### config.mk
export PLATFORM = sky130hd
export DESIGN_NAME = gpio_pdr
export DESIGN_NICKNAME = d
export VERILOG_FILES = /design/src/rtl/gpio_pdr_pkg.sv /design/src/rtl/gpio_pdr_rstsync.sv /design/src/rtl/gpio_pdr_sync.sv /design/src/rtl/gpio_pdr_busif.sv /design/src/rtl/gpio_pdr_store.sv /design/src/rtl/gpio_pdr.sv
export SDC_FILE = /design/constraint.sdc
export NUM_CORES = 1
export LEC_CHECK = 0
export CORE_AREA = 2 2 67 69
export CTS_BUF_LIST = sky130_fd_sc_hd__clkbuf_4 sky130_fd_sc_hd__clkbuf_8
export CTS_CLUSTER_SIZE = 12
export DETAILED_ROUTE_END_ITERATION = 10
export DIE_AREA = 0 0 69 71
export DONT_BUFFER_PORTS = 1
export PLACE_DENSITY = 0.86
export REMOVE_ABC_BUFFERS = 1
export SLEW_MARGIN = 20
export SYNTH_ARGS = -nofsm -noshare
export SYNTH_HDL_FRONTEND = slang
export SYNTH_HIERARCHICAL = 1
export SYNTH_SLANG_ARGS = --single-unit
export TNS_END_PERCENT = 20
### constraint.sdc
create_clock -name clk -period 1.03 [get_ports clk]
set_input_delay 0.1545 -clock clk [delete_from_list [all_inputs] [get_ports clk]]
set_output_delay 0.1545 -clock clk [all_outputs]
set_load 0.02 [all_outputs]
### src/rtl/gpio_pdr_pkg.sv
package gpio_pdr_pkg;

  localparam int REG_W   = 16;
  localparam int NPORT   = 12;
  localparam int LOW_RUN = 6;   // port bits below this map 1:1
  localparam int HOLE    = 2;   // reserved positions skipped above them
  localparam int LANE_W  = 8;
  localparam int NLANES  = REG_W / LANE_W;

  typedef enum logic {ST_IDLE, ST_ACK} bus_st_e;

  function automatic int port2reg(input int i);
    return (i < LOW_RUN) ? i : i + HOLE;
  endfunction

  function automatic logic [REG_W-1:0] port_mask();
    logic [REG_W-1:0] m;
    m = '0;
    for (int i = 0; i < NPORT; i++) m[port2reg(i)] = 1'b1;
    return m;
  endfunction

  localparam logic [REG_W-1:0] RSV_MASK = ~port_mask();

endpackage

### src/rtl/gpio_pdr_rstsync.sv
module gpio_pdr_rstsync #(
  parameter int STAGES = 2
) (
  input  logic clk,
  input  logic arst_n,
  output logic srst_n
);
  logic [STAGES-1:0] chain_q;
  logic [STAGES-1:0] chain_d;

  always_comb chain_d = {chain_q[STAGES-2:0], 1'b1};

  always_ff @(posedge clk or negedge arst_n) begin
    if (!arst_n) chain_q <= '0;
    else         chain_q <= chain_d;
  end

  assign srst_n = chain_q[STAGES-1];
endmodule

### src/rtl/gpio_pdr_sync.sv
module gpio_pdr_sync #(
  parameter int W      = 12,
  parameter int STAGES = 2
) (
  input  logic         clk,
  input  logic         rst_n,
  input  logic [W-1:0] async_in,
  output logic [W-1:0] sync_out
);
  logic [W-1:0] stage_q [STAGES];

  generate
    for (genvar s = 0; s < STAGES; s++) begin : g_stage
      logic [W-1:0] stage_d;
      if (s == 0) begin : g_first
        always_comb stage_d = async_in;
      end else begin : g_next
        always_comb stage_d = stage_q[s-1];
      end
      always_ff @(posedge clk or negedge rst_n) begin
        if (!rst_n) stage_q[s] <= '0;
        else        stage_q[s] <= stage_d;
      end
    end
  endgenerate

  assign sync_out = stage_q[STAGES-1];
endmodule

### src/rtl/gpio_pdr_busif.sv
module gpio_pdr_busif
  import gpio_pdr_pkg::*;
#(
  parameter int                ADDR_W   = 8,
  parameter logic [ADDR_W-1:0] REG_ADDR = 'h86
) (
  input  logic               clk,
  input  logic               rst_n,
  input  logic               hw_standby,
  input  logic               bus_sel,
  input  logic [ADDR_W-1:0]  bus_addr,
  input  logic               bus_wr,
  input  logic               bus_rd,
  input  logic               bus_size,
  input  logic [REG_W-1:0]   bus_wdata,
  output logic               ack,
  output logic               wr_commit,
  output logic [NLANES-1:0]  lane_en,
  output logic [REG_W-1:0]   wdata_q
);
  bus_st_e             st_q, st_d;
  logic                wr_q, wr_d;
  logic [NLANES-1:0]   lane_q, lane_d;
  logic [REG_W-1:0]    wd_d;
  logic                hit, accept;
  logic [NLANES-1:0]   lane_sel;

  always_comb begin
    hit    = bus_sel && (bus_wr || bus_rd) &&
             (bus_addr[ADDR_W-1:1] == REG_ADDR[ADDR_W-1:1]);
    accept = hit && !hw_standby && (st_q == ST_IDLE);
    // byte at even address takes the upper lane
    if (bus_size)      lane_sel = '1;
    else if (bus_addr[0]) lane_sel = 2'b01;
    else               lane_sel = 2'b10;
  end

  always_comb begin
    st_d   = st_q;
    wr_d   = wr_q;
    lane_d = lane_q;
    wd_d   = wdata_q;
    case (st_q)
      ST_IDLE: if (accept) begin
        st_d   = ST_ACK;
        wr_d   = bus_wr;
        lane_d = lane_sel;
        wd_d   = bus_wdata;
      end
      ST_ACK:  st_d = ST_IDLE;
      default: st_d = ST_IDLE;
    endcase
  end

  always_ff @(posedge clk or negedge rst_n) begin
    if (!rst_n) begin
      st_q    <= ST_IDLE;
      wr_q    <= 1'b0;
      lane_q  <= '0;
      wdata_q <= '0;
    end else begin
      st_q    <= st_d;
      wr_q    <= wr_d;
      lane_q  <= lane_d;
      wdata_q <= wd_d;
    end
  end

  assign ack       = (st_q == ST_ACK);
  assign wr_commit = (st_q == ST_ACK) && wr_q;
  assign lane_en   = lane_q;
endmodule

### src/rtl/gpio_pdr_store.sv
module gpio_pdr_store
  import gpio_pdr_pkg::*;
(
  input  logic              clk,
  input  logic              rst_n,
  input  logic              hw_standby,
  input  logic              wr_commit,
  input  logic [NLANES-1:0] lane_en,
  input  logic [REG_W-1:0]  wdata,
  output logic [NPORT-1:0]  port_q
);
  logic [NPORT-1:0] port_d;
  logic             port_en;

  always_comb begin
    port_d  = port_q;
    port_en = hw_standby || wr_commit;
    if (hw_standby) begin
      port_d = '0;
    end else begin
      for (int i = 0; i < NPORT; i++) begin
        if (lane_en[port2reg(i) / LANE_W]) port_d[i] = wdata[port2reg(i)];
      end
    end
  end

  always_ff @(posedge clk or negedge rst_n) begin
    if (!rst_n)       port_q <= '0;
    else if (port_en) port_q <= port_d;
  end
endmodule

### src/rtl/gpio_pdr.sv
module gpio_pdr
  import gpio_pdr_pkg::*;
#(
  parameter int                ADDR_W      = 8,
  parameter logic [ADDR_W-1:0] REG_ADDR    = 'h86,
  parameter int                SYNC_STAGES = 2,
  parameter int                DIS_LO      = 6,
  parameter int                DIS_HI      = 10
) (
  input  logic              clk,
  input  logic              rst_n,
  input  logic              wdt_rst_n,
  input  logic              hw_standby,
  input  logic              bus_sel,
  input  logic [ADDR_W-1:0] bus_addr,
  input  logic              bus_wr,
  input  logic              bus_rd,
  input  logic              bus_size,
  input  logic [15:0]       bus_wdata,
  output logic [15:0]       bus_rdata,
  output logic              bus_ack,
  input  logic [11:0]       pin_dir,
  input  logic [11:0]       pin_in,
  input  logic              out_dis_n,
  output logic [11:0]       pin_out,
  output logic [11:0]       pin_oe
);
  logic              por_rst_n;
  logic              bus_rst_n;
  logic              ack;
  logic              wr_commit;
  logic [NLANES-1:0] lane_en;
  logic [REG_W-1:0]  wdata_q;
  logic [NPORT-1:0]  port_q;
  logic [NPORT-1:0]  pin_s;
  logic [REG_W-1:0]  rd_word;

  gpio_pdr_rstsync #(.STAGES(2)) u_por_rs (
    .clk(clk), .arst_n(rst_n), .srst_n(por_rst_n));

  gpio_pdr_rstsync #(.STAGES(2)) u_bus_rs (
    .clk(clk), .arst_n(rst_n & wdt_rst_n), .srst_n(bus_rst_n));

  gpio_pdr_busif #(.ADDR_W(ADDR_W), .REG_ADDR(REG_ADDR)) u_bus (
    .clk(clk), .rst_n(bus_rst_n), .hw_standby(hw_standby),
    .bus_sel(bus_sel), .bus_addr(bus_addr), .bus_wr(bus_wr), .bus_rd(bus_rd),
    .bus_size(bus_size), .bus_wdata(bus_wdata), .ack(ack),
    .wr_commit(wr_commit), .lane_en(lane_en), .wdata_q(wdata_q));

  gpio_pdr_store u_store (
    .clk(clk), .rst_n(por_rst_n), .hw_standby(hw_standby),
    .wr_commit(wr_commit), .lane_en(lane_en), .wdata(wdata_q),
    .port_q(port_q));

  gpio_pdr_sync #(.W(NPORT), .STAGES(SYNC_STAGES)) u_sync (
    .clk(clk), .rst_n(por_rst_n), .async_in(pin_in), .sync_out(pin_s));

  always_comb begin
    rd_word = RSV_MASK;
    for (int i = 0; i < NPORT; i++)
      rd_word[port2reg(i)] = pin_dir[i] ? port_q[i] : pin_s[i];
  end

  generate
    for (genvar i = 0; i < NPORT; i++) begin : g_pin
      if (i >= DIS_LO && i <= DIS_HI) begin : g_gated
        assign pin_oe[i] = pin_dir[i] & out_dis_n;
      end else begin : g_free
        assign pin_oe[i] = pin_dir[i];
      end
    end
  endgenerate

  assign pin_out   = port_q;
  assign bus_ack   = ack;
  assign bus_rdata = ack ? rd_word : '0;
endmodule

# ---- Yosys cells after proc, flatten, opt, wreduce, memory -nomap -nowiden
# Cells that the tools add are included.
dict set report op_classes {
  reduce_logical 13
  muxes 30
  eq_ne 1
  n_bitwise 7
}
# cell count
set op_table {}
lappend op_table {{two-way mux 1 bit} 25}
lappend op_table {{two-way mux 16 bit} 1}
lappend op_table {{two-way mux 12 bit} 1}
lappend op_table {{== test 7 bit, second input constant} 1}
lappend op_table {{bitwise AND 1 bit} 6}
lappend op_table {{AND reduction 2 bit} 3}
lappend op_table {{logical AND 1 bit} 5}
lappend op_table {{two-way mux 2 bit} 2}
lappend op_table {{nonzero test 2 bit} 2}
lappend op_table {{logical OR 1 bit} 2}
lappend op_table {{case mux 1 bit (2 select lines)} 1}
lappend op_table {{zero test 1 bit} 1}
lappend op_table {{inverter 1 bit} 1}
dict set report totals {
  register_bits 58
  out_inout_bits 41
}

# ---- Logic depth before layout (Yosys ltp)
dict set report logic_depth {
  word_depth 7
  depth_mapped 4
  depth_no_buf 3
}

# ---- By module
# Netlist, hierarchy kept.
# module area_each_um2 n_inst seq_area_each_um2 cells_each
set by_module_without_submodules {}
lappend by_module_without_submodules {gpio_pdr_busif 797.0 1 500.5 49}
lappend by_module_without_submodules {gpio_pdr_sync 600.6 1 600.6 24}
lappend by_module_without_submodules {gpio_pdr_store 589.3 1 300.3 53}
lappend by_module_without_submodules {gpio_pdr 320.3 1 0.0 42}
lappend by_module_without_submodules {gpio_pdr_rstsync 53.8 2 50.0 3}

# ---- Worst setup path after synthesis
# No wires, ideal clock.
dict set report synth_timing {
  kind {reg2reg}
  from {register u_bus.st_q, in the netlist u_bus/ack}
  to {register u_bus.wdata_q[2]}
  setup_ns 0.125
  arrival_time_ns 1.310
  t_required_ns 0.905
  path_slack_ns -0.405
  path_stages_with_launch 5
  path_buffers 1
  period_less_slack_ns 1.435
  path_cell_list {dfrtp_1 nor2_1 o2111a_2 buf_6 mux2_2}
}
dict set report synth_between {
  elab_chain_cells 3
}
# item line_no
set synth_rtl {}
lappend synth_rtl {{from (decl)} gpio_pdr_busif.sv:21} ;# bus_st_e st_q, st_d;
lappend synth_rtl {{from (signal assigned)} gpio_pdr_busif.sv:62} ;# st_q <= st_d;
lappend synth_rtl {{inverter 1 bit (no line) (*)} --}
lappend synth_rtl {{logical AND 1 bit} gpio_pdr_busif.sv:31} ;# accept = hit && !hw_standby && (st_q == ST_IDLE);
lappend synth_rtl {{AND reduction 2 bit (no line) (*)} --}
lappend synth_rtl {{to (signal assigned)} gpio_pdr_busif.sv:65} ;# wdata_q <= wd_d;
lappend synth_rtl {{to (decl)} gpio_pdr_busif.sv:19} ;# output logic [REG_W-1:0] wdata_q
# Mark *: on every way between the ends. The rest lies on a longest branch, timed or not.
# A chain may end at the register's enable or synchronous reset.

# ---- Final worst setup path
dict set report layout_timing {
  from {register u_bus.st_q, in the netlist u_bus/ack}
  to {output bus_rdata[5]}
}
dict set report layout_between {
  elab_chain_cells 1
}
# item line_no
set layout_rtl {}
lappend layout_rtl {{two-way mux 16 bit} gpio_pdr.sv:76} ;# assign bus_rdata = ack ? rd_word : '0;
lappend layout_rtl {{to (decl)} gpio_pdr.sv:20} ;# output logic [15:0] bus_rdata,
# No other way between the ends.

==> results.toml <==
[grt]
overflow = 0
grt_pass1_wl_um = 7534
first_global_vias = 1540
grt_max_degree = 37
antenna_found_initial = 0
grt_usage_pct = 20.04

[place]
dp_cells = 230
hpwl_um = 3078
numPortBuffers = 0
place_congestion = 0.7775

[final_layout]
area_growth_pct = 37.54
drive_gt1_share_pct = 37.67
final_common_cell = "dfrtp_1"
instances_no_fill = 267
fin_nets = 271
final_cell_mix = "dfrtp_1 (56), dlygate4sd3_1 (28), buf_6 (23)"
n_antenna_cell = 0

[sta]
skew_ns = 0.01068
slew_violations = 0
relSlewSlack_pct = 54.37
max_freq_mhz = 710.1
hold_violations = 0
rsz0062_at_grt = "yes"
setup_viol = 48
fin_crit_sh_pct = 136.7
fin_crit_ns = 1.408
timing.final.ws_setup_ns = -0.3782
worst_slew_pin_slew_ns = 0.6822

[routing]
via_per_inst = 5.404
routed_wl_um = 4750
wire_per_inst_um = 17.79
drcViolationCount = 0
firstDrtPassIters = 5
vias = 1443
drtIter0Drc = 76
antenna_left = 0

[run_status]
status = "finished with violations"
failed_checks = "setup timing"

[floorplanning]
start_util_pct = 53.99
ios = 98
die_y_um = 71
rows = 24
die_w_um = 69
core_um2 = 4204
dieArea_um2 = 4899

[worst_hold_path]
hold_path_class = "in2reg"

[critical_path]
crit_path_start_kind = "flop"
critPathCaptureType = "primary output"
crit_type = "reg2out"
arrival_ns = 1.25
required_ns = 0.88
crit_fanout = 6

[clock_tree]
cts_tree = "built"
htreeDepth = 2
clkTransAtPathRegs_ns = 0.09
cts_buffer_depth = 2
cts_root_buffer = "clkbuf_8"
post_cts_buffers = 0
cts_made_buffers = 5
clock_latency_ns = 0.31
cts_sinks = 56

[yosys]
ys_warn_count = 6
synthCells = 166
syn_area_um2 = 2270
syn_area_per_cell_um2 = 13.67

[power]
power_mw = 3.952
p_per_area_nw_per_um2 = 1266
ir_worst_vdd_mv = 1.141
p_leak_nw = 1.383

[run]
maxCapViolations = 0
-- flip-flops by register name, summed over array words and instances, names as in the netlist --
name                    flops
u_bus/wdata_q              12
u_store/port_q             12
u_sync/g_stage.stage_d     12
u_sync/sync_out            12
u_bus/lane_en               2
u_bus_rs/chain_q            2
u_por_rs/chain_q            2
u_bus/ack                   1
u_bus/wr_q                  1
-- timing repair --
item | in CTS | in global routing
gates resized for setup | 30 | 33
gates cloned | 0 | 1
endpoints found under the setup margin | 56 | 56
pin swaps | 2 | 4
hold buffers | 28 | 0
endpoints found under the hold margin | 41 | 0
-- worst max-delay path: stages, from the launching register on --
cell	delay, ns
dfrtp_1	0.40
buf_6	0.14
clkbuf_16	0.15
nor2b_4	0.13
buf_6	0.13
-- final timing paths --
check / slack (ns) / endpoint / from / cells after the start
min in group asynchronous: 0.09 / u_por_rs/chain_q[1] / rst_n / 1
hold / removal: 0.03 / u_bus/lane_en[0] / bus_addr[0] / 2
hold reg to reg: 0.17 / u_bus/wdata_q[0] / u_bus_rs/chain_q[1] / 1
max in group asynchronous: 0.61 / u_sync/g_stage[1].stage_d[11] / u_por_rs/chain_q[1] / 1
setup / recovery: -0.38 / bus_rdata[5] / u_bus/ack / 4
setup reg to reg: -0.31 / u_store/port_q[1] / u_bus/ack / 5
-- cell type report --
cell class,instances,area (um^2)
clock buffers,6,76.32
clock inverters,2,35.03
fillers,260,1082
inverters,1,3.754
multi-input cells,90,870.8
flip-flops and latches,56,1401
well taps,52,65.06
repair buffers,60,669.4
-- power by group --
group | internal (mW) | total [mW] | switching, mW | leakage, nW
combinational | 0.142 | 0.256 | 0.114 | 0.613
clock | 0.748 | 1.38 | 0.634 | 0.0586
sequential | 2.27 | 2.31 | 0.0405 | 0.712
total | 3.16 | 3.95 | 0.788 | 1.38
-- through the flow --
stage / hold slack, ns / instance area (um^2) / setup slack (ns) / TNS, ns / utilization (%)
3_3_place_gp: -0.1410 / 2457 / -0.2473 / -6.634 / 58.45
3_5_place_dp: -0.1410 / 2457 / -0.2941 / -7.845 / 58.45
5_1_grt: 0.03778 / 3122 / -0.4246 / -15.51 / 74.26
6_report: 0.03252 / 3122 / -0.3782 / -13.18 / 74.26
2_1_floorplan: -0.1411 / 2122 / -0.9977 / -36.49 / -
4_1_cts: 0.02438 / 2962 / -0.3961 / -13.66 / 70.45
-- routing by layer --
layer	global-route usage, %	wire (um)	vias up
li1	-	-	645
met1	23.92	1786	713
met2	34.19	2475	76
met3	6.410	379	9
met4	7.625	108	0
met5	0	0	-
Note: power is estimated with default switching activity, not from simulation.
